--- src/rtl/segw_pkg.sv ---
package segw_pkg;

  typedef enum logic [2:0] {
    ST_IDLE    = 3'd0,
    ST_FETCH   = 3'd1,
    ST_WAIT    = 3'd2,
    ST_COMPARE = 3'd3,
    ST_DONE    = 3'd4
  } walk_state_t;

  typedef enum logic [1:0] {
    WERR_NONE    = 2'd0,
    WERR_DEPTH   = 2'd1,
    WERR_NOMATCH = 2'd2
  } walk_err_t;

endpackage

--- src/rtl/segw_key_select.sv ---
// Combinational node decode: count of keys <= address picks the slot.
module segw_key_select #(
  parameter int KEY_W    = 32,
  parameter int PTR_W    = 32,
  parameter int MAX_KEYS = 7,
  parameter int LINE_W   = 512
) (
  input  logic [LINE_W-1:0] node_line,
  input  logic [KEY_W-1:0]  vaddr,
  output logic              is_leaf,
  output logic              no_match,
  output logic [PTR_W-1:0]  sel_slot
);
  localparam int CNT_W     = $clog2(MAX_KEYS + 1);
  localparam int SLOT_BASE = KEY_W * (MAX_KEYS + 1);
  localparam int NSLOT     = MAX_KEYS + 1;

  logic [CNT_W-1:0]    key_cnt;
  logic [MAX_KEYS-1:0] key_le;
  logic [PTR_W-1:0]    slot_arr [NSLOT];
  logic [CNT_W-1:0]    n_le;
  logic [CNT_W-1:0]    slot_pick;
  logic                unused_hdr;

  assign is_leaf    = node_line[0];
  assign key_cnt    = node_line[CNT_W:1];
  assign unused_hdr = ^node_line[KEY_W-1:CNT_W+1];

  for (genvar gi = 0; gi < MAX_KEYS; gi++) begin : g_cmp
    logic [KEY_W-1:0] key_i;
    assign key_i      = node_line[KEY_W*(gi+1) +: KEY_W];
    assign key_le[gi] = (CNT_W'(gi) < key_cnt) && (key_i <= vaddr);
  end

  for (genvar gj = 0; gj < NSLOT; gj++) begin : g_slot
    assign slot_arr[gj] = node_line[SLOT_BASE + PTR_W*gj +: PTR_W];
  end

  always_comb begin
    n_le = '0;
    for (int i = 0; i < MAX_KEYS; i++) begin
      n_le = n_le + CNT_W'(key_le[i]);
    end
    no_match  = is_leaf && (n_le == '0);
    slot_pick = is_leaf ? (n_le - CNT_W'(1)) : n_le;
    sel_slot  = slot_arr[slot_pick];
  end

endmodule

--- src/rtl/segw_node_cache.sv ---
// Direct-mapped node cache with whole-array invalidate.
module segw_node_cache #(
  parameter int PTR_W    = 32,
  parameter int LINE_W   = 512,
  parameter int ENTRIES  = 8,
  parameter int LINE_OFS = 6
) (
  input  logic              clk,
  input  logic              rst_n,
  input  logic              flush,
  input  logic [PTR_W-1:0]  lk_ptr,
  output logic              hit,
  output logic [LINE_W-1:0] hit_line,
  input  logic              fill_en,
  input  logic [PTR_W-1:0]  fill_ptr,
  input  logic [LINE_W-1:0] fill_line
);
  localparam int IDX_W = $clog2(ENTRIES);
  localparam int TAG_W = PTR_W - LINE_OFS - IDX_W;

  logic [ENTRIES-1:0] vld_q;
  logic [TAG_W-1:0]   tag_q [ENTRIES];
  logic [LINE_W-1:0]  dat_q [ENTRIES];
  logic [IDX_W-1:0]   lk_idx, fill_idx;
  logic [TAG_W-1:0]   lk_tag, fill_tag;
  logic               unused_ofs;

  assign lk_idx     = lk_ptr[LINE_OFS +: IDX_W];
  assign lk_tag     = lk_ptr[PTR_W-1 -: TAG_W];
  assign fill_idx   = fill_ptr[LINE_OFS +: IDX_W];
  assign fill_tag   = fill_ptr[PTR_W-1 -: TAG_W];
  assign unused_ofs = ^{lk_ptr[LINE_OFS-1:0], fill_ptr[LINE_OFS-1:0]};

  assign hit      = vld_q[lk_idx] && (tag_q[lk_idx] == lk_tag);
  assign hit_line = dat_q[lk_idx];

  always_ff @(posedge clk or negedge rst_n) begin
    if (!rst_n) begin
      vld_q <= '0;
    end else if (flush) begin
      vld_q <= '0;
    end else if (fill_en) begin
      vld_q[fill_idx] <= 1'b1;
    end
  end

  always_ff @(posedge clk) begin
    if (fill_en) begin
      tag_q[fill_idx] <= fill_tag;
      dat_q[fill_idx] <= fill_line;
    end
  end

endmodule

--- src/rtl/segw_walk_ctrl.sv ---
// Traversal state machine: IDLE -> FETCH -> (WAIT) -> COMPARE -> ... -> DONE.
module segw_walk_ctrl
  import segw_pkg::*;
#(
  parameter int KEY_W     = 32,
  parameter int PTR_W     = 32,
  parameter int IDX_W     = 11,
  parameter int LINE_W    = 512,
  parameter int MAX_DEPTH = 8,
  parameter int LINE_OFS  = 6
) (
  input  logic              clk,
  input  logic              rst_n,
  input  logic              flush,
  input  logic              req_valid,
  input  logic [KEY_W-1:0]  req_vaddr,
  output logic              req_ready,
  input  logic [PTR_W-1:0]  root_ptr,
  output logic [PTR_W-1:0]  cur_ptr,
  input  logic              cache_hit,
  input  logic [LINE_W-1:0] cache_line,
  output logic              fill_en,
  output logic [LINE_W-1:0] fill_line,
  output logic              mem_req_valid,
  output logic [PTR_W-1:0]  mem_req_addr,
  input  logic              mem_rsp_valid,
  input  logic [LINE_W-1:0] mem_rsp_line,
  output logic [LINE_W-1:0] node_line,
  output logic [KEY_W-1:0]  walk_vaddr,
  input  logic              sel_leaf,
  input  logic              sel_no_match,
  input  logic [PTR_W-1:0]  sel_slot,
  output logic              resp_valid,
  output logic [IDX_W-1:0]  resp_index,
  output logic [1:0]        resp_err
);
  localparam int DEPTH_W = $clog2(MAX_DEPTH + 1);

  walk_state_t       state_q, state_d;
  logic [PTR_W-1:0]  ptr_q;
  logic [LINE_W-1:0] node_q;
  logic [KEY_W-1:0]  va_q;
  logic [DEPTH_W-1:0] depth_q;
  logic              kill_q;
  logic [IDX_W-1:0]  idx_q;
  walk_err_t         err_q, err_d;

  logic accept, load_hit, load_mem, at_cmp, depth_full, finish, descend;

  always_comb begin
    accept     = (state_q == ST_IDLE) && req_valid;
    load_hit   = (state_q == ST_FETCH) && cache_hit;
    load_mem   = (state_q == ST_WAIT) && mem_rsp_valid;
    at_cmp     = (state_q == ST_COMPARE);
    depth_full = (depth_q == DEPTH_W'(MAX_DEPTH));
    finish     = at_cmp && (sel_leaf || depth_full);
    descend    = at_cmp && !finish;
    if (!sel_leaf)         err_d = WERR_DEPTH;
    else if (sel_no_match) err_d = WERR_NOMATCH;
    else                   err_d = WERR_NONE;
  end

  always_comb begin
    state_d = state_q;
    unique case (state_q)
      ST_IDLE:    if (req_valid) state_d = ST_FETCH;
      ST_FETCH:   state_d = cache_hit ? ST_COMPARE : ST_WAIT;
      ST_WAIT:    if (mem_rsp_valid) state_d = ST_COMPARE;
      ST_COMPARE: state_d = finish ? ST_DONE : ST_FETCH;
      ST_DONE:    state_d = ST_IDLE;
      default:    state_d = ST_IDLE;
    endcase
  end

  always_ff @(posedge clk or negedge rst_n) begin
    if (!rst_n) begin
      state_q <= ST_IDLE;
      depth_q <= '0;
      kill_q  <= 1'b0;
      idx_q   <= '0;
      err_q   <= WERR_NONE;
      ptr_q   <= '0;
    end else begin
      state_q <= state_d;
      if (accept)                  depth_q <= '0;
      else if (load_hit || load_mem) depth_q <= depth_q + DEPTH_W'(1);
      if (accept)                  kill_q <= 1'b0;
      else if (flush && state_q != ST_IDLE) kill_q <= 1'b1;
      if (accept)                  ptr_q <= root_ptr;
      else if (descend)            ptr_q <= sel_slot;
      if (finish) begin
        idx_q <= sel_slot[IDX_W-1:0];
        err_q <= err_d;
      end
    end
  end

  always_ff @(posedge clk) begin
    if (accept) va_q <= req_vaddr;
    if (load_hit)      node_q <= cache_line;
    else if (load_mem) node_q <= mem_rsp_line;
  end

  assign req_ready     = (state_q == ST_IDLE);
  assign cur_ptr       = ptr_q;
  assign mem_req_valid = (state_q == ST_FETCH) && !cache_hit;
  assign mem_req_addr  = {ptr_q[PTR_W-1:LINE_OFS], LINE_OFS'(0)};
  assign fill_en       = load_mem && !kill_q && !flush;
  assign fill_line     = mem_rsp_line;
  assign node_line     = node_q;
  assign walk_vaddr    = va_q;
  assign resp_valid    = (state_q == ST_DONE);
  assign resp_index    = idx_q;
  assign resp_err      = err_q;

endmodule

--- src/rtl/segidx_walker.sv ---
module segidx_walker #(
  parameter int KEY_W      = 32,
  parameter int PTR_W      = 32,
  parameter int IDX_W      = 11,
  parameter int LINE_W     = 512,
  parameter int MAX_KEYS   = 7,
  parameter int MAX_DEPTH  = 8,
  parameter int NC_ENTRIES = 8,
  parameter int LINE_OFS   = 6
) (
  input  logic              clk,
  input  logic              rst_n,
  input  logic              flush,
  input  logic              root_wr_en,
  input  logic [PTR_W-1:0]  root_wr_ptr,
  input  logic              req_valid,
  input  logic [KEY_W-1:0]  req_vaddr,
  output logic              req_ready,
  output logic              resp_valid,
  output logic [IDX_W-1:0]  resp_index,
  output logic [1:0]        resp_err,
  output logic              mem_req_valid,
  output logic [PTR_W-1:0]  mem_req_addr,
  input  logic              mem_rsp_valid,
  input  logic [LINE_W-1:0] mem_rsp_line
);
  logic [1:0]        rst_sync_q;
  logic              rst_n_int;
  logic [PTR_W-1:0]  root_q;
  logic [PTR_W-1:0]  cur_ptr;
  logic              cache_hit, fill_en;
  logic [LINE_W-1:0] cache_line, fill_line, node_line;
  logic [KEY_W-1:0]  walk_vaddr;
  logic              sel_leaf, sel_no_match;
  logic [PTR_W-1:0]  sel_slot;

  always_ff @(posedge clk or negedge rst_n) begin
    if (!rst_n) rst_sync_q <= 2'b00;
    else        rst_sync_q <= {rst_sync_q[0], 1'b1};
  end
  assign rst_n_int = rst_sync_q[1];

  // software-loaded root pointer
  always_ff @(posedge clk or negedge rst_n_int) begin
    if (!rst_n_int)      root_q <= '0;
    else if (root_wr_en) root_q <= root_wr_ptr;
  end

  segw_walk_ctrl #(
    .KEY_W(KEY_W), .PTR_W(PTR_W), .IDX_W(IDX_W), .LINE_W(LINE_W),
    .MAX_DEPTH(MAX_DEPTH), .LINE_OFS(LINE_OFS)
  ) u_ctrl (
    .clk(clk), .rst_n(rst_n_int), .flush(flush),
    .req_valid(req_valid), .req_vaddr(req_vaddr), .req_ready(req_ready),
    .root_ptr(root_q), .cur_ptr(cur_ptr),
    .cache_hit(cache_hit), .cache_line(cache_line),
    .fill_en(fill_en), .fill_line(fill_line),
    .mem_req_valid(mem_req_valid), .mem_req_addr(mem_req_addr),
    .mem_rsp_valid(mem_rsp_valid), .mem_rsp_line(mem_rsp_line),
    .node_line(node_line), .walk_vaddr(walk_vaddr),
    .sel_leaf(sel_leaf), .sel_no_match(sel_no_match), .sel_slot(sel_slot),
    .resp_valid(resp_valid), .resp_index(resp_index), .resp_err(resp_err)
  );

  segw_node_cache #(
    .PTR_W(PTR_W), .LINE_W(LINE_W), .ENTRIES(NC_ENTRIES), .LINE_OFS(LINE_OFS)
  ) u_cache (
    .clk(clk), .rst_n(rst_n_int), .flush(flush),
    .lk_ptr(cur_ptr), .hit(cache_hit), .hit_line(cache_line),
    .fill_en(fill_en), .fill_ptr(cur_ptr), .fill_line(fill_line)
  );

  segw_key_select #(
    .KEY_W(KEY_W), .PTR_W(PTR_W), .MAX_KEYS(MAX_KEYS), .LINE_W(LINE_W)
  ) u_sel (
    .node_line(node_line), .vaddr(walk_vaddr),
    .is_leaf(sel_leaf), .no_match(sel_no_match), .sel_slot(sel_slot)
  );

endmodule

--- config.mk ---
export PLATFORM = sky130hd
export DESIGN_NAME = segidx_walker
export DESIGN_NICKNAME = d
export VERILOG_FILES = /design/src/rtl/segw_pkg.sv /design/src/rtl/segw_key_select.sv /design/src/rtl/segw_node_cache.sv /design/src/rtl/segw_walk_ctrl.sv /design/src/rtl/segidx_walker.sv
export SDC_FILE = /design/constraint.sdc
export NUM_CORES = 2
export LEC_CHECK = 0
export CAP_MARGIN = 20
export CORE_MARGIN = 1.5
export CORE_UTILIZATION = 36
export DETAILED_ROUTE_END_ITERATION = 6
export PLACE_DENSITY = 0.5
export SYNTH_ARGS = -nofsm -noshare
export SYNTH_HDL_FRONTEND = slang
export SYNTH_HIERARCHICAL = 1
export SYNTH_MEMORY_MAX_BITS = 65536
export SYNTH_SLANG_ARGS = --single-unit
--- constraint.sdc ---
create_clock -name clk -period 8.9 [get_ports clk]
set_clock_uncertainty 0.2 [all_clocks]
set_input_delay 2.67 -clock clk [delete_from_list [all_inputs] [get_ports clk]]
set_output_delay 2.67 -clock clk [all_outputs]
set_load 0.1 [all_outputs]
Word level (Yosys, flattened, before mapping). Memory sizes are Yosys's and may differ from the RTL's. Cells that the tools add are included. W data, S select, Z words.

RAM bits: 4280. Memories: 2. Bits in registers: 639. Word-level logic and storage cells: 109. Input bits: 582. Output and inout port bits: 48.

Multiplexer cells: 27. Magnitude comparators: 17. Bitwise operators: 2. Reductions and logical operators: 34. Add/sub/neg operators: 8. Equality and inequality tests: 8.

Memories: u_cache.dat_q (depth 8, width 512, rd ports 1, clocked after memory_dff 0, wr ports 1, line segw_node_cache.sv:23) `logic [LINE_W-1:0] dat_q [ENTRIES];`; u_cache.tag_q (depth 8, width 23, rd ports 1, clocked after memory_dff 0, wr ports 1, line segw_node_cache.sv:22) `logic [TAG_W-1:0] tag_q [ENTRIES];`.

Operator list (number): $mux W512 (2); $le A32 B32 Y1 (7); $mux W32 (4); $bmux W32 S3 (1); $eq A23 B23 Y1 (1); $logic_and A1 B1 Y1 (19); $mux W8 (2); $add A3 B1 Y3 (5); $mux W3 (4); $pmux W3 S4 (1); $reduce_bool A2 Y1 (5); $lt A3 B3 Y1 const A (3); $mux W4 (2); $or A8 B8 Y8 (1); $mux W1 (7); $eq A3 B2 Y1 const B (2); $logic_not A3 Y1 (2); $lt A1 B3 Y1 const A (2); $lt A2 B3 Y1 const A (2); $add A4 B1 Y4 const B (1); $eq A4 B4 Y1 const B (1); $ge A4 B4 Y1 const B (1); $logic_not A1 Y1 (4); $lt A3 B4 Y1 const B (1); other kinds (13) (16).

Depth between registers and ports, before layout.
Depth in word-level cells: 16. Mapped depth: 22. Mapped depth without buffers: 21.

By module. The synthesis kept the hierarchy.

Modules (own cells, without submodules): segw_node_cache (area each 160734.2 µm², seq. area each 128723.5 µm², instances 1, cells an instance 6314); segw_walk_ctrl (area each 29453.2 µm², seq. area each 17661.9 µm², instances 1, cells an instance 3010); segw_key_select (area each 7166.9 µm², seq. area each 0.0 µm², instances 1, cells an instance 757); segidx_walker (area each 1398.8 µm², seq. area each 850.8 µm², instances 1, cells an instance 71).

Least setup slack after synthesis. OpenSTA, ideal clock, no wires.

Kind: input to register. Start: input mem_rsp_valid. End: memory u_cache.dat_q[0][0], enable pin. Buffers on the path: 0. Cell stages on the path: 4. Data required time: 6608 ps. Setup time: 2092 ps. Path slack: -32518 ps. Arrival: 39126 ps. Cell sequence: nand4bb_1 -> nor3_1 -> nand2b_1 -> nor3_1.

Cells in the longest elaborated chain, start to end: 5.

Ends and longest elaborated chain: start: declaration (line segidx_walker.sv:24) `input logic mem_rsp_valid,`; $logic_and A1 B1 Y1 (line segw_walk_ctrl.sv:53) `load_mem = (state_q == ST_WAIT) && mem_rsp_valid;`; $logic_and A1 B1 Y1 (2 in a row) (line segw_walk_ctrl.sv:108) `assign fill_en = load_mem && !kill_q && !flush;`; via fill_en (line segidx_walker.sv:31) `logic cache_hit, fill_en;`; $mux W1 (line segw_node_cache.sv:48) `if (fill_en) begin`; $mux W1 (implied by the code) (line segw_node_cache.sv:50) `dat_q[fill_idx] <= fill_line;`; end: declaration (line segw_node_cache.sv:23).

The timed path passes the listed nets, and every way through them passes these cells.

Worst setup path after layout.
Start: register u_ctrl.ptr_q[6] (netlist: u_ctrl/cur_ptr[6]). End: output mem_req_valid.

Cells in the longest elaborated chain, start to end: 5. Elaborated cells between the ends (all ways): 7. Those cells by class: eq/ne: 1; mux: 2; reduce/logical: 3; memory: 1.

Ends and longest elaborated chain: start: declaration (line segw_walk_ctrl.sv:40) `logic [PTR_W-1:0] ptr_q;`; start signal: assignment (line segw_walk_ctrl.sv:89) `if (accept) ptr_q <= root_ptr;`; start signal: assignment (line segw_walk_ctrl.sv:90) `else if (descend) ptr_q <= sel_slot;`; $mem_v2 Z8 W23 / $bmux W1 S3 (equally long branches); $eq A23 B23 Y1 / $mux W1 (equally long branches) (line segw_node_cache.sv:34) `assign hit = vld_q[lk_idx] && (tag_q[lk_idx] == lk_tag);`; $logic_and A1 B1 Y1 (*) (line segw_node_cache.sv:34); via cache_hit (line segidx_walker.sv:31); $logic_not A1 Y1 (*) (line segw_walk_ctrl.sv:106) `assign mem_req_valid = (state_q == ST_FETCH) && !cache_hit;`; $logic_and A1 B1 Y1 (*) (line segw_walk_ctrl.sv:106); end: declaration (line segidx_walker.sv:22) `output logic mem_req_valid,`.

The timed path passes the listed nets; every way through them passes the cells marked *. The select of a mux whose other input is x is not followed.

==> impl_results.md <==
* Outcome: complete, no violations
* GRT Total Usage at roughly 19%
* CTS Buf Count at approximately 520
* Synth-to-Final Area Change at 15.01%
* DRT iter0 DRCs at 7367
* Worst EP required at 6.03 ns
* Die height at 726.6 um
* Core region area at roughly 0.52 mm^2
* Slowest stage delay, CP at between 0.9 and 1 ns
* Post-route ant nets at 0
* Maximum root-to-sink buffer count at 4
* Final-report hold violation count at 0
* Worst-Margin Slew at 1.210 ns
* CP endpoint kind: output port
* Clock slew at reported path FFs at 0.06 ns
* Dpl hpwl at ~310000 um
* RSZ-0062 raised after global routing: false
* Syn avg cell area at 19.53 um^2
* Final Cycle Share at 90.63%
* Cell mode on critical path: buf_4
* Vias in the first global route at 93410
* Clk_lat worst skew at approximately 1.1 ns
* Ports at 630
* DP Worst Slack at 1.145 ns
* Critical path, cell by cell: buf_4 -> mux2i_1 -> a22o_1 -> o31a_1 -> nor4_1 -> nand4_1 -> nor4_2 -> nor4b_2 -> buf_4 -> buf_12
* Critical path fanouts, max at 37
* WL/cell at 29.75 um
* Worst EP arrival at 5.20 ns
* Post-route minimum period at between 8 and 9 ns
* GPL Wtd Cong at 0.8056
* Slew Viols, Final at 0
* Post-Synthesis Cell Area at 0.1885 mm^2
* H-tree depth at 6
* FMAX at 0.1240 GHz
* Hold Path Depth at 0
* Crit Path Class: flip-flop to output port
* Pin count of the biggest net entering global routing at 149
* Clock root cell: clkbuf_16
* Grt ovf at 0
* Power Density at 299.3 mW/mm^2
* Placed cell area at around 0.2 mm^2
* Total power at 0.06488 W
* Final TNS setup at 0 ns
* Drt first pass iters at 7
* First-pass GRT wire length at roughly 730000 um
* Initial core utilization at 36.16%
* Initial antenna violation count at roughly 210
* Final Core Density at 41.59%
* Endpoints failing setup at 0
* Port bufs at around 590
* Share of cells above drive strength 1 at roughly a quarter
* Syn Inst Count at 9650
* Post-CTS Resized at 0
* Final nets at about 11000
* Post-CTS Hold Buffers at 1
* Critical Path Start Type: flip-flop
* Slew margin rel. at 19.07%
* Vias post-DR at 91007
* WL final at just over 500000 um
* Row cnt at between 200 and 300
* HP Class: flip-flop to flip-flop
* R2R cell count at 24
* Leakage at between 70 and 80 nW
* Final worst-path setup slack at 0.8343 ns
* Die extent in x at 726.6 um
* Clock sink count at approximately 4700
* CTS tree: built
* DRC violations left at 0
* Syn. warnings at 6
* CP max stage cell: dfrtp_4
* Max-capacitance violation count at 0
* Via/cell ratio at 5.216
* Peak VDD IR at 0.0005196 V
* Die area at 0.5280 mm^2
* Final design area excluding fillers at 0.2168 mm^2
* Postcts setup bufs at 0
[metal layers]
metal	global-route usage, %	share of wire [%]	up-vias
met5	0	0.13	-
met4	3.962	2.1	106
met3	4.542	6.7	797
met2	31.97	49	2517
met1	26.16	42	48750
li1	-	-	38837
[worst paths after layout]
path                                 startpoint  slack [ns]            endpoint
max in group asynchronous                 rst_n        6.42       rst_sync_q[1]
min in group asynchronous         rst_sync_q[1]        0.37  u_ctrl/resp_err[1]
min                               rst_sync_q[0]        0.16       rst_sync_q[1]
max reg2reg                u_ctrl/walk_vaddr[9]        1.25  u_ctrl/cur_ptr[31]
min reg2reg                       rst_sync_q[0]        0.16       rst_sync_q[1]
max                           u_ctrl/cur_ptr[6]        0.83       mem_req_valid
[flip-flops by register name, indices dropped and copies added, names as in the netlist, 2 cells and up]
signal             flops
u_ctrl/node_line     484
u_ctrl/state_q         3
u_cache/vld_q          8
u_cache/dat_q       3872
u_ctrl/resp_err        2
u_ctrl/resp_index     11
root_q                26
rst_sync_q             2
u_ctrl/depth_q         4
u_ctrl/cur_ptr        26
u_ctrl/walk_vaddr     32
u_cache/tag_q        184
[area by class of cell]
| cell class | count | area (um^2) |
|---|---|---|
| clock inverters | 280 | 2863 |
| repair buffers | 838 | 8813 |
| clock buffers | 649 | 13690 |
| well taps | 6942 | 8686 |
| multi-input cells | 3970 | 42990 |
| diodes | 56 | 140.1 |
| inverters | 58 | 220.2 |
| fillers | 45830 | 304400 |
| flip-flops and latches | 4655 | 139400 |
[critical path: cells and delay by family (launching register included)]
kind | cells | cell delay, ns
simple gates | 4 | 1.52
buf+inv | 3 | 0.96
flops | 1 | 0.94
compound gates | 2 | 0.53
mux | 1 | 0.14
[cells in the final DEF (no fill, tap or decap), types with 57 or more instances in the layout]
cell	instances
clkinv_1	107
clkbuf_1	116
a21oi_1	97
buf_12	85
nand2_1	1539
dfrtp_1	79
nand4_1	67
mux4_2	1044
inv_1	57
clkbuf_16	526
ha_1	231
clkdlybuf4s50_1	564
clkinv_2	71
edfxtp_1	4572
mux2_2	530
buf_4	184
[per-stage QoR]
stage	instances	hold WS [ns]
finish	17448	0.1554
CTS	17385	0.1588
global placement	16451	-0.01920
floorplan	9655	0.1312
global route	17402	0.1782
detailed placement	16455	-0.01424
[power by group]
| part | total [W] | leakage, nW | switching, W | internal (W) |
|---|---|---|---|---|
| Sequential | 0.0257 | 42.2 | 0.000602 | 0.0251 |
| Combinational | 0.0183 | 20.2 | 0.00999 | 0.00834 |
| Clock | 0.0208 | 8.02 | 0.00896 | 0.0119 |
Power figures use the tool's default switching activity.
